$ cat src/rtl/disp_refresh_pkg.sv
package disp_refresh_pkg;
   // Number of nibble ports a character is split into.
   localparam int unsigned NIB_PORTS = 2;

   // Scan line encoding selected by the decoded input.
   typedef enum logic {
      SCAN_BINARY = 1'b0,
      SCAN_ONEHOT = 1'b1
   } scan_mode_e;

   function automatic int unsigned min_w(input int unsigned n);
      return (n > 1) ? $clog2(n) : 1;
   endfunction
endpackage

$ cat src/rtl/scan_timer.sv
module scan_timer
   import disp_refresh_pkg::*;
#(
   parameter int unsigned TICK_DIV   = 4,
   parameter int unsigned SLOT_TICKS = 4,
   parameter int unsigned NUM_POS    = 16,
   parameter int unsigned DEC_POS    = 4,
   localparam int unsigned PW = min_w(NUM_POS)
) (
   input  logic          clk,
   input  logic          rst,
   input  scan_mode_e    mode,
   output logic [PW-1:0] pos_o,
   output logic          edge_blank_o
);
   localparam int unsigned CW = min_w(TICK_DIV);
   localparam int unsigned SW = min_w(SLOT_TICKS);

   logic [CW-1:0] pre_q;
   logic [SW-1:0] slot_q;
   logic [PW-1:0] pos_q;
   logic          tick;
   logic          slot_end;
   logic [PW-1:0] last_pos;

   assign tick     = (pre_q == CW'(TICK_DIV - 1));
   assign slot_end = tick && (slot_q == SW'(SLOT_TICKS - 1));
   assign last_pos = (mode == SCAN_ONEHOT) ? PW'(DEC_POS - 1) : PW'(NUM_POS - 1);

   always_ff @(posedge clk) begin
      if (rst) begin
         pre_q  <= '0;
         slot_q <= '0;
         pos_q  <= '0;
      end else begin
         pre_q <= tick ? '0 : pre_q + 1'b1;
         if (tick) begin
            slot_q <= slot_end ? '0 : slot_q + 1'b1;
         end
         if (slot_end) begin
            pos_q <= (pos_q >= last_pos) ? '0 : pos_q + 1'b1;
         end
      end
   end

   assign pos_o        = pos_q;
   assign edge_blank_o = (slot_q == '0) || (slot_q == SW'(SLOT_TICKS - 1));
endmodule

$ cat src/rtl/char_store.sv
module char_store #(
   parameter int unsigned NUM_POS = 16,
   parameter int unsigned CHAR_W  = 8,
   localparam int unsigned PW = (NUM_POS > 1) ? $clog2(NUM_POS) : 1
) (
   input  logic              clk,
   input  logic              rst,
   input  logic              we,
   input  logic [CHAR_W-1:0] wdata,
   input  logic [PW-1:0]     rd_pos,
   output logic [CHAR_W-1:0] rd_char,
   output logic [PW-1:0]     wr_ptr_o
);
   logic [CHAR_W-1:0] mem_q [NUM_POS];
   logic [PW-1:0]     ptr_q;

   always_ff @(posedge clk) begin
      if (rst) begin
         ptr_q <= '0;
         for (int i = 0; i < NUM_POS; i++) begin
            mem_q[i] <= '0;
         end
      end else if (we) begin
         mem_q[ptr_q] <= wdata;
         ptr_q        <= (ptr_q == PW'(NUM_POS - 1)) ? '0 : ptr_q + 1'b1;
      end
   end

   assign rd_char  = mem_q[rd_pos];
   assign wr_ptr_o = ptr_q;
endmodule

$ cat src/rtl/nibble_gate.sv
module nibble_gate #(
   parameter int unsigned NIB_W = 4
) (
   input  logic [NIB_W-1:0] data_i,
   input  logic [NIB_W-1:0] code_i,
   input  logic             blank_i,
   output logic [NIB_W-1:0] data_o
);
   assign data_o = blank_i ? code_i : data_i;
endmodule

$ cat src/rtl/digit_refresh_ctrl.sv
module digit_refresh_ctrl
   import disp_refresh_pkg::*;
#(
   parameter int unsigned NUM_POS    = 16,
   parameter int unsigned CHAR_W     = 8,
   parameter int unsigned TICK_DIV   = 4,
   parameter int unsigned SLOT_TICKS = 4,
   localparam int unsigned SCAN_W = min_w(NUM_POS),
   localparam int unsigned NIB_W  = CHAR_W / NIB_PORTS
) (
   input  logic              clk,
   input  logic              rst,
   input  logic              wr_en,
   input  logic              code_wr,
   input  logic [CHAR_W-1:0] wr_data,
   input  logic              decoded,
   input  logic              blank_a,
   input  logic              blank_b,
   input  logic              blank_all,
   output logic [SCAN_W-1:0] scan_out,
   output logic [NIB_W-1:0]  out_a,
   output logic [NIB_W-1:0]  out_b,
   output logic              disp_blank
);
   localparam int unsigned DEC_POS = SCAN_W;
   localparam int unsigned DW      = min_w(DEC_POS);

   if (NUM_POS != (1 << SCAN_W)) begin : g_bad_pos
      $error("NUM_POS must be a power of two");
   end
   if (CHAR_W != NIB_W * NIB_PORTS) begin : g_bad_char
      $error("CHAR_W must split evenly into the nibble ports");
   end
   if (SLOT_TICKS < 2 || TICK_DIV < 1) begin : g_bad_slot
      $error("SLOT_TICKS must be at least 2 and TICK_DIV at least 1");
   end
   if (DEC_POS > NUM_POS) begin : g_bad_dec
      $error("one-hot scan needs no more lines than positions");
   end

   scan_mode_e        mode;
   logic [SCAN_W-1:0] pos;
   logic              edge_blank;
   logic [CHAR_W-1:0] cur_char;
   logic [SCAN_W-1:0] wr_ptr;
   logic [CHAR_W-1:0] bcode_q;
   logic [NIB_W-1:0]  nib_out [NIB_PORTS];
   logic [NIB_PORTS-1:0] nib_blank;

   assign mode = decoded ? SCAN_ONEHOT : SCAN_BINARY;

   always_ff @(posedge clk) begin
      if (rst) begin
         bcode_q <= '0;
      end else if (code_wr) begin
         bcode_q <= wr_data;
      end
   end

   scan_timer #(
      .TICK_DIV   (TICK_DIV),
      .SLOT_TICKS (SLOT_TICKS),
      .NUM_POS    (NUM_POS),
      .DEC_POS    (DEC_POS)
   ) i_timer (
      .clk          (clk),
      .rst          (rst),
      .mode         (mode),
      .pos_o        (pos),
      .edge_blank_o (edge_blank)
   );

   char_store #(
      .NUM_POS (NUM_POS),
      .CHAR_W  (CHAR_W)
   ) i_store (
      .clk      (clk),
      .rst      (rst),
      .we       (wr_en & ~code_wr),
      .wdata    (wr_data),
      .rd_pos   (pos),
      .rd_char  (cur_char),
      .wr_ptr_o (wr_ptr)
   );

   // Index 0 is the low nibble (port B), the top index is port A.
   assign nib_blank = {blank_a, blank_b};

   for (genvar g = 0; g < NIB_PORTS; g++) begin : g_nib
      nibble_gate #(.NIB_W(NIB_W)) i_gate (
         .data_i  (cur_char[g*NIB_W +: NIB_W]),
         .code_i  (bcode_q[g*NIB_W +: NIB_W]),
         .blank_i (nib_blank[g]),
         .data_o  (nib_out[g])
      );
   end

   assign out_a = nib_out[NIB_PORTS-1];
   assign out_b = nib_out[0];

   always_comb begin
      if (mode == SCAN_ONEHOT) begin
         scan_out = SCAN_W'(1) << pos[DW-1:0];
      end else begin
         scan_out = pos;
      end
   end

   assign disp_blank = edge_blank | blank_all;
endmodule

$ cat config.mk
export PLATFORM = sky130hd
export DESIGN_NAME = digit_refresh_ctrl
export DESIGN_NICKNAME = d
export VERILOG_FILES = /design/src/rtl/disp_refresh_pkg.sv /design/src/rtl/scan_timer.sv /design/src/rtl/char_store.sv /design/src/rtl/nibble_gate.sv /design/src/rtl/digit_refresh_ctrl.sv
export SDC_FILE = /design/constraint.sdc
export NUM_CORES = 1
export LEC_CHECK = 0
export BUFFER_PORTS_ARGS = -buffer_cell sky130_fd_sc_hd__buf_2
export CAP_MARGIN = 10
export CORE_ASPECT_RATIO = 1.2
export CORE_MARGIN = 2
export CORE_UTILIZATION = 66
export CTS_CLUSTER_DIAMETER = 30
export DETAILED_ROUTE_END_ITERATION = 10
export HOLD_SLACK_MARGIN = 0.06
export PLACE_DENSITY = 0.94
export SYNTH_ARGS = -nofsm -noshare
export SYNTH_HDL_FRONTEND = slang
export SYNTH_HIERARCHICAL = 1
export SYNTH_SLANG_ARGS = --single-unit
$ cat constraint.sdc
create_clock -name clk -period 3.7 [get_ports clk]
set_clock_uncertainty 0.05 [all_clocks]
set_input_delay 0 -clock clk [delete_from_list [all_inputs] [get_ports clk]]
set_output_delay 0 -clock clk [all_outputs]
set_load 0.01 [all_outputs]
# [Word-level counts from Yosys, hierarchy flattened]
# Memory sizes are Yosys's and may differ from the RTL's. A register that Yosys moved wholly into a read port is not among the register bits.
# Index checks and enable logic that the tools add are counted.
[word_totals] ff_bits=20 mem_bits_rw=128 in_bits=16 output_inout_bits=13 word_cells=41 mem_count=1
[mem_list] memory="i_store.mem_q" words=16 width=8 rd=1 rd_clocked_by_memory_dff=1 wr=16 line="char_store.sv:14" source="logic [CHAR_W-1:0] mem_q [NUM_POS];"
[op_classes] addsub=4 n_lt_le_gt_ge=1 eq_ne=3 shifts=1 n_mux=18 bitwise_logic=3 reduce_logical=5
[ops] cell="4-bit 2-to-1 mux" count=9
[ops] cell="4-bit by 1-bit adder with 4-bit output, second input constant" count=2
[ops] cell="8-bit 2-to-1 mux" count=1
[ops] cell="8-bit OR reduction" count=1
[ops] cell="1-bit 2-to-1 mux" count=7
[ops] cell="2-bit by 1-bit adder with 2-bit output, second input constant" count=2
[ops] cell="2-bit equality test, second input constant" count=2
[ops] cell="4-bit equality test, second input constant" count=1
[ops] cell="4-bit >= comparator" count=1
[ops] cell="1-bit by 2-bit left shift with 4-bit output, first input constant" count=1
[ops] cell="2-bit logical NOT" count=1
[ops] cell="2-bit 2-to-1 mux" count=1
[ops] cell="2-bit OR reduction" count=1
[ops] cell="1-bit bitwise AND" count=1
[ops] cell="1-bit logical AND" count=1
[ops] cell="1-bit logical OR" count=1
[ops] cell="1-bit NOT" count=1
[ops] cell="1-bit bitwise OR" count=1

# [Logic depth before layout (Yosys ltp)]
# Gate-level depths: netlist of run 1.
[depth] ltp_word=7 ltp_mapped=7 depth_no_buf=4

# [By module]
# Netlist of run 1, hierarchy kept.
[modules_own_cells] mod="char_store" instances=1 cells_each=413 area_each_um2=6238.5 seq_area_each_um2=3923.8
[modules_own_cells] mod="scan_timer" instances=1 cells_each=46 area_each_um2=426.7 seq_area_each_um2=160.2
[modules_own_cells] mod="digit_refresh_ctrl" instances=1 cells_each=38 area_each_um2=362.8 seq_area_each_um2=160.2
[modules_own_cells] mod="nibble_gate" instances=2 cells_each=4 area_each_um2=45.0 seq_area_each_um2=0.0

# [Worst setup path after synthesis of run 1]
# Ideal clock, no wire load.
[synth_timing] path_type="reg-to-output" from="reg, netlist name i_timer/pos_o[0]" to="out out_a[0]" arrival_time_ps=1817 required_ps=3650 slack_ps=1833 stages_incl_launch_ff=7 n_path_buf=2 cell_sequence="dfxtp_1 > buf_6 > buf_6 > mux4_1 > a22oi_1 > nand2_1 > mux2_2"
[synth_lines] item="end: declaration" line="digit_refresh_ctrl.sv:21" source="output logic [NIB_W-1:0] out_a,"

==> impl_summary.txt, run 1 <==
----------------------------------------------------
[Yosys]
  Share of async-settable or async-resettable flops after synthesis ... 0%
  Synth Register Bits ... 148
  Average cell area after synthesis ... 14.10 µm²
  Commonest register cell after synthesis ... sky130_fd_sc_hd__edfxtp_1
  Sequential-to-total area share from yosys stat ... 59.62%
  Synth unique cells ... 43
  Number of synthesized flops with an enable pin ... 128
  Net count of the mapped netlist ... 531
  Synthesized instance count ... 505
  Netlist area before placement ... 0.007118 mm²
  Count of synthesis-stage warnings from yosys ... 6

[Worst setup path]
  Total number of cells along the worst setup path ... 6
  CP Data Arrival Time ... 2.81 ns
  Launch point of the worst reg-to-reg path ... i_timer/pos_o[1]
  FF-to-FF path depth ... 4
  Capture instance of the worst register-to-register path ... i_timer/pos_o[0]
  Chain of cells forming the critical path ... buf_4, mux4_1, a22oi_1, nand2_1, mux2_2, buf_2
  Crit start category ... flip-flop
  Critical path required time ... 3.65 ns
  Largest delay contributor family on the critical path ... flip-flops
  Setup Crit Path Kind ... flip-flop to primary output
  Worst setup slack for register-to-register paths ... 1.73 ns
  Crit-path slowest cell ... sky130_fd_sc_hd__dfxtp_1
  Worst setup path startpoint ... i_timer/pos_o[1]
  Largest incremental delay on the critical path ... 0.97 ns
  Termination of the worst setup path ... out_b[0]
  Critical path peak fanout ... 22
  Bufs and invs on worst path ... 2
  Endpoint type of the worst setup path ... primary output

[Drt]
  Detailed-route wire length per cell ... 24.62 µm
  Initial DRC Count ... 584
  Total iterations of the first detailed-routing run ... 7
  Vias after detailed routing ... 4418
  Post-route ant nets ... 0
  Via density per instance ... 6.604
  Total length of routed wires ... 16470 µm
  Post-detailed-route DRC marker count ... 0

[Status]
  Status ... finished, final reports clean

[Floorplan]
  Height of the chip ... 117.8 µm
  Total Die Area ... 0.01163 mm²
  Die X ... 98.80 µm
  Starting utilization of the core area ... 67.69%
  Standard-cell row count ... 41
  Number of I/O pins ... 29
  CORE AREA ... 0.01052 mm²

[Power]
  Pwr per Cell Area ... 477.0 mW/mm²
  Largest vdd supply drop ... 0.3401 mV
  Leak Pwr ... 0.003099 µW

[GRT]
  Overall global routing resource usage ... 29.55%
  Antenna violations before repair ... 0
  Wire length of the first global-routing pass ... 25070 µm
  Maximum number of pins on one net before global-route repair ... 33
  Vias in the first global route ... 4378
  Overflow left after global routing ... 0

[Clock network]
  Clock transition at the register clock pins on the worst setup and hold paths after CTS ... 0.06 ns
  Setup Buffers After CTS ... 0
  CTS Root Buffer Type ... sky130_fd_sc_hd__clkbuf_16
  TritonCTS clock tree ... built
  Maximum buffer depth of the clock tree ... 2
  CTS H-tree lvls ... 4
  Clock network latency to the later pin of the worst-skew pair ... 0.42 ns
  CTS Buf Count ... 17
  Resized cells post-CTS ... 0
  Total clock sinks ... 148
  Post-CTS Hold Fix Bufs ... 10

[Finish]
  Fraction of final layout cells sized beyond drive strength 1 ... 20.00%
  Relative area change from synthesis to final layout ... 11.13%
  Fill cell count ... 554
  Final net count ... 553
  Final Core Density ... 75.22%
  Final instance area ... 0.007910 mm²
  Antenna Diode Count ... 0

[Timing]
  Max-slew violation total from the final report ... 0
  PnR worst setup slack ... 0.8355 ns
  Final Hold Vio Count ... 0
  Setup_tns ... 0 ns
  Unrepaired setup endpoints after global routing ... false
  Slew at the pin closest to its max-slew limit ... 1.003 ns
  Hold slack ... 0.08714 ns
  Relative slew slack ... 33.05%
  Time the final worst path needs with I/O delays and setup ... 2.864 ns
  Final number of setup-violating endpoints ... 0
  Final clock period utilization by the worst path ... 77.42%
  Max Clock Freq ... 349.1 MHz

[Flow run]
  Max-cap check violation count ... 0

[Worst hold path]
  Cell count of the worst hold path ... 2
  Path class of the lowest-slack min-delay path ... input port to flip-flop

[Placement]
  Standard cell area after detailed placement ... 0.007237 mm²
  Worst slack after detailed placement ... 1.334 ns
  Half-perimeter wire length after placement ... 10440 µm
  PortBufs ... 28
  Global placer's final weighted congestion ... 0.8593

----------------------------------------------------
[metrics by stage]
step,instances,power (µW)
final,669,3773
after global routing,669,3881
after CTS,669,3786
after detailed placement,627,2121
after global placement,627,2104
after floorplan,505,2043
[synth_stat cells (2+ instances only)]
| master | number | area share (%) |
|---|---|---|
| sky130_fd_sc_hd__a21oi_1 | 6 | 0.42 |
| sky130_fd_sc_hd__a22oi_1 | 16 | 1.7 |
| sky130_fd_sc_hd__a31oi_1 | 2 | 0.18 |
| sky130_fd_sc_hd__and2_1 | 130 | 11 |
| sky130_fd_sc_hd__and2b_1 | 3 | 0.32 |
| sky130_fd_sc_hd__and3_1 | 16 | 1.4 |
| sky130_fd_sc_hd__and4b_1 | 2 | 0.28 |
| sky130_fd_sc_hd__buf_1 | 2 | 0.11 |
| sky130_fd_sc_hd__buf_2 | 9 | 0.63 |
| sky130_fd_sc_hd__buf_6 | 5 | 0.79 |
| sky130_fd_sc_hd__clkbuf_1 | 20 | 1.1 |
| sky130_fd_sc_hd__clkdlybuf4s25_2 | 3 | 0.42 |
| sky130_fd_sc_hd__dfxtp_1 | 20 | 5.6 |
| sky130_fd_sc_hd__edfxtp_1 | 128 | 54 |
| sky130_fd_sc_hd__ha_1 | 10 | 1.8 |
| sky130_fd_sc_hd__inv_1 | 6 | 0.32 |
| sky130_fd_sc_hd__mux2_2 | 8 | 1.3 |
| sky130_fd_sc_hd__mux2i_1 | 11 | 1.5 |
| sky130_fd_sc_hd__mux4_1 | 14 | 5.2 |
| sky130_fd_sc_hd__mux4_2 | 18 | 5.7 |
| sky130_fd_sc_hd__nand2_1 | 14 | 0.74 |
| sky130_fd_sc_hd__nand3_1 | 7 | 0.49 |
| sky130_fd_sc_hd__nor2_1 | 16 | 0.84 |
| sky130_fd_sc_hd__nor3b_1 | 2 | 0.21 |
| sky130_fd_sc_hd__o21ai_0 | 4 | 0.28 |
| sky130_fd_sc_hd__or2_2 | 16 | 1.4 |
[kinds of logic (layout without fill, tap and decap cells)]
family | Yosys count | count (layout) | share of synthesized area [%]
adders and majority gates | 10 | 10 | 1.758
AOI/OAI and AO/OA | 32 | 32 | 3.024
and+or+nand+nor | 216 | 216 | 18.16
buffers and inverters | 46 | 81 | 3.428
xor gates and xnor gates | 1 | 1 | 0.1231
DFF | 148 | 148 | 59.62
muxes | 52 | 52 | 13.89
[how the worst min path moves through the flow]
stage,from,endpoint,slack (ns)
after detailed placement,blank_all,disp_blank,0.22
after global placement,blank_all,disp_blank,0.22
after global routing,wr_data[0],i_store/mem_q[13][0],0.08
after CTS,wr_data[0],i_store/mem_q[6][0],0.06
final,wr_data[0],i_store/mem_q[7][0],0.09
after floorplan,decoded,scan_out[1],0.04
[layout make-up]
class / count / area (µm²) / area share [%]
Clock buffer: 19 / 432.9 / 5.473
Clock inverter: 13 / 140.1 / 1.772
Inverter: 6 / 22.52 / 0.2847
Multi-Input combinational cell: 311 / 2630 / 33.25
Sequential cell: 148 / 4245 / 53.67
Tap cell: 129 / 161.4 / 2.040
Timing Repair Buffer: 43 / 277.8 / 3.512
[state kept, by name, summed over array words and instances, names as in the netlist]
signal and count:
bcode_q 8, i_store/mem_q 128, i_store/wr_ptr_o 4, i_timer/pos_o 4
i_timer/pre_q 2, i_timer/slot_q 2
[cell usage in the layout, fill, tap and decap left out, types with 2 or more instances in the layout]
cell / count
sky130_fd_sc_hd__mux2i_1: 11
sky130_fd_sc_hd__nor3b_1: 2
sky130_fd_sc_hd__nor2_1: 16
sky130_fd_sc_hd__clkinv_1: 4
sky130_fd_sc_hd__buf_4: 5
sky130_fd_sc_hd__ha_1: 10
sky130_fd_sc_hd__mux4_1: 14
sky130_fd_sc_hd__buf_2: 28
sky130_fd_sc_hd__bufinv_16: 3
sky130_fd_sc_hd__mux4_2: 18
sky130_fd_sc_hd__and2_1: 130
sky130_fd_sc_hd__edfxtp_1: 128
sky130_fd_sc_hd__mux2_2: 8
sky130_fd_sc_hd__dlygate4sd3_1: 10
sky130_fd_sc_hd__inv_1: 6
sky130_fd_sc_hd__a22oi_1: 16
sky130_fd_sc_hd__clkinv_2: 4
sky130_fd_sc_hd__and3_1: 16
sky130_fd_sc_hd__a31oi_1: 2
sky130_fd_sc_hd__dfxtp_1: 19
sky130_fd_sc_hd__a21oi_1: 6
sky130_fd_sc_hd__nand3_1: 7
sky130_fd_sc_hd__clkinvlp_4: 2
sky130_fd_sc_hd__or2_2: 16
sky130_fd_sc_hd__clkbuf_16: 17
sky130_fd_sc_hd__and2b_1: 3
sky130_fd_sc_hd__o21ai_0: 4
sky130_fd_sc_hd__clkbuf_1: 2
sky130_fd_sc_hd__and4b_1: 2
sky130_fd_sc_hd__nand2_1: 14
[where the power goes]
part | switching [µW] | internal, µW | total (µW)
registers | 27.3 | 1870 | 1900
clock network | 625 | 1040 | 1670
logic | 127 | 79.8 | 206
total | 779 | 2990 | 3770
[per-layer routing]
layer	global-route usage, %	vias to the layer above	routed length [µm]
met3	9.323	52	1638
li1	-	1889	-
met5	0	-	0
met4	14.30	0	727
met2	47.21	311	8194
met1	36.56	2166	5908
Note: power is estimated with default switching activity, not from simulation.
==> inputs of run 2 (changes only) <==
CORE_UTILIZATION = 62   (was 66)
PLACE_DENSITY = 0.9   (was 0.94)
clock period = 2.7 ns   (was 3.7 ns; I/O delays follow)
==> run 2 against run 1 <==
  * Highest routed layer unchanged
  * Critical path depth unchanged
  * Clock power increased by 49%
  * Critical endpoint is now out_a[1]
  * Global-route usage decreased by 1.6 points
==> impl_summary.txt, run 2 (synthesized netlist as in run 1, its figures left out) <==
----------------------------------------------------
[Worst hold path]
  Startpoint of the worst hold path ... decoded
  Path class of the lowest-slack min-delay path ... input port to flip-flop
  Hold worst-path end ... i_timer/pos_o[1]
  Cell count of the worst hold path ... 5

[Power]
  Largest vdd supply drop ... 0.3847 mV
  Leak Pwr ... 0.003132 µW
  Logic pwr share ... 5.3%
  Pwr per Cell Area ... 669.3 mW/mm²
  Internal Power ... 4224 µW
  Clock group share of total power ... 46.4%
  Switching part of the total power ... 21.38%
  Total net switching power ... 1149 µW
  Register share of total power ... 48.3%

[GRT]
  Antenna violations before repair ... 0
  Maximum number of pins on one net before global-route repair ... 41
  Vias in the first global route ... 4406
  Overall global routing resource usage ... 27.92%
  Wire length of the first global-routing pass ... 24850 µm
  Overflow left after global routing ... 0

[Floorplan]
  CORE AREA ... 0.01109 mm²
  Number of I/O pins ... 29
  Die X ... 101.8 µm
  Starting utilization of the core area ... 64.20%
  Total Die Area ... 0.01236 mm²
  Height of the chip ... 121.4 µm
  Standard-cell row count ... 42

[Clock network]
  CTS H-tree lvls ... 4
  Setup Buffers After CTS ... 0
  CTS Root Buffer Type ... sky130_fd_sc_hd__clkbuf_16
  Clock transition at the register clock pins on the worst setup and hold paths after CTS ... 0.06 ns
  Maximum buffer depth of the clock tree ... 2
  CTS Buf Count ... 17
  Clock network latency to the later pin of the worst-skew pair ... 0.42 ns
  TritonCTS clock tree ... built
  Total clock sinks ... 148

[Drt]
  Initial DRC Count ... 446
  Vias after detailed routing ... 4389
  Total length of routed wires ... 16180 µm
  Total iterations of the first detailed-routing run ... 5
  Detailed-route wire length per cell ... 23.27 µm
  Post-detailed-route DRC marker count ... 0
  Via density per instance ... 6.315
  Post-route ant nets ... 0

[Flow run]
  Max-cap check violation count ... 0

[Worst setup path]
  Setup Crit Path Kind ... flip-flop to primary output
  Crit-path slowest cell ... sky130_fd_sc_hd__mux4_2
  Critical path required time ... 2.65 ns
  Launch point of the worst reg-to-reg path ... i_store/wr_ptr_o[2]
  Endpoint type of the worst setup path ... primary output
  FF-to-FF path depth ... 3
  Largest incremental delay on the critical path ... 0.59 ns
  Capture instance of the worst register-to-register path ... i_store/mem_q[12][4]
  Worst setup path startpoint ... i_timer/pos_o[0]
  Chain of cells forming the critical path ... buf_4, mux4_2, a22oi_1, nand2_1, mux2_2, buf_2
  Crit start category ... flip-flop
  Worst setup slack for register-to-register paths ... 0.81 ns
  Critical path peak fanout ... 17
  CP Data Arrival Time ... 2.52 ns

[Timing]
  Max Clock Freq ... 389.6 MHz
  Relative slew slack ... 48.34%
  Unrepaired setup endpoints after global routing ... false
  Final clock period utilization by the worst path ... 95.07%
  Setup_tns ... 0 ns
  Slew at the pin closest to its max-slew limit ... 0.7733 ns
  Final number of setup-violating endpoints ... 0
  Time the final worst path needs with I/O delays and setup ... 2.567 ns
  Max-slew violation total from the final report ... 0
  Final Hold Vio Count ... 0

[Finish]
  Flip-flop count of the largest register, all copies and words added ... 128
  Fill cell count ... 647
  Final net count ... 554
  Area of the multi-input gates ... 0.002630 mm²
  Fraction of final layout cells sized beyond drive strength 1 ... 20.89%
  Area taken by flip-flops and latches ... 0.004248 mm²
  Commonest cells after routing, fill and taps aside ... sky130_fd_sc_hd__and2_1 (130), sky130_fd_sc_hd__edfxtp_1 (128), sky130_fd_sc_hd__buf_2 (28), sky130_fd_sc_hd__dfxtp_1 (19), sky130_fd_sc_hd__mux4_2 (18)
  Antenna Diode Count ... 0
  Top register by number of flip-flops ... i_store/mem_q
  Regs by FF count ... i_store/mem_q: 128 flops, bcode_q: 8 flops
  Relative area change from synthesis to final layout ... 12.78%
  Commonest non-fill, non-tap cell in the layout ... sky130_fd_sc_hd__and2_1
  Final Core Density ... 72.40%

[Status]
  Status ... finished, final reports clean

[Placement]
  Half-perimeter wire length after placement ... 10100 µm
  Global placer's final weighted congestion ... 0.8254
  PortBufs ... 28

----------------------------------------------------
run 2: worst max path at each step:
stage / to / slack, ns / depth (start not counted)
final: out_a[1] / 0.13 / 6
after global routing: out_b[3] / 0.02 / 6
after CTS: out_b[0] / 0.003 / 6
after detailed placement: out_b[0] / 0.47 / 6
after global placement: out_b[0] / 0.50 / 6
after floorplan: out_a[0] / 0.83 / 6
run 2: per-layer routing:
| layer | global-route usage (%) | vias up | wire, µm |
|---|---|---|---|
| met5 | 0 | - | 0 |
| met4 | 10.25 | 0 | 393 |
| met3 | 6.682 | 36 | 1151 |
| met2 | 46.38 | 234 | 8380 |
| met1 | 35.75 | 2222 | 6250 |
| li1 | - | 1897 | - |
run 2: per-stage QoR:
stage,total power (µW),cell area [µm²],hold WS (ns),cells,setup WS (ns)
5_1_grt,5498,8028,0.2260,695,0.02251
3_3_place_gp,2888,7281,0.1915,652,0.4984
6_report,5373,8028,0.2086,695,0.1331
2_1_floorplan,2800,7118,0.03878,505,0.8335
3_5_place_dp,2905,7281,0.2099,652,0.4670
4_1_cts,5379,8025,0.1946,695,0.003073
run 2: critical path, delay by kind of cell, from the launching register on:
| kind | cells | cell delay (ns) |
|---|---|---|
| flip-flops | 1 | 0.47 |
| AO/OA/AOI/OAI | 1 | 0.22 |
| buffers and inverters | 2 | 0.42 |
| AND/OR/NAND/NOR | 1 | 0.12 |
| multiplexers | 2 | 0.87 |
run 2: cell type report:
cell class / count / area share (%)
clock buffers: 17 / 5.299
clock inverters: 15 / 2.556
inverters: 6 / 0.2805
multi-input cells: 311 / 32.76
flip-flops and latches: 148 / 52.91
well taps: 154 / 2.400
repair buffers: 44 / 3.787
run 2: power groups by stage:
stage	logic [µW]	registers (µW)	clock network (µW)
finish	285	2600	2490
detailed placement	264	2640	0
global route	304	2600	2590
global placement	255	2630	0
CTS	281	2600	2500
floorplan	174	2630	0
run 2: repair_timing:
| action | CTS | global route |
|---|---|---|
| hold endpoints to repair | 51 | 0 |
| endpoints found under the setup margin | 4 | 6 |
| hold buffers | 11 | 0 |
| resized for setup | 1 | 1 |
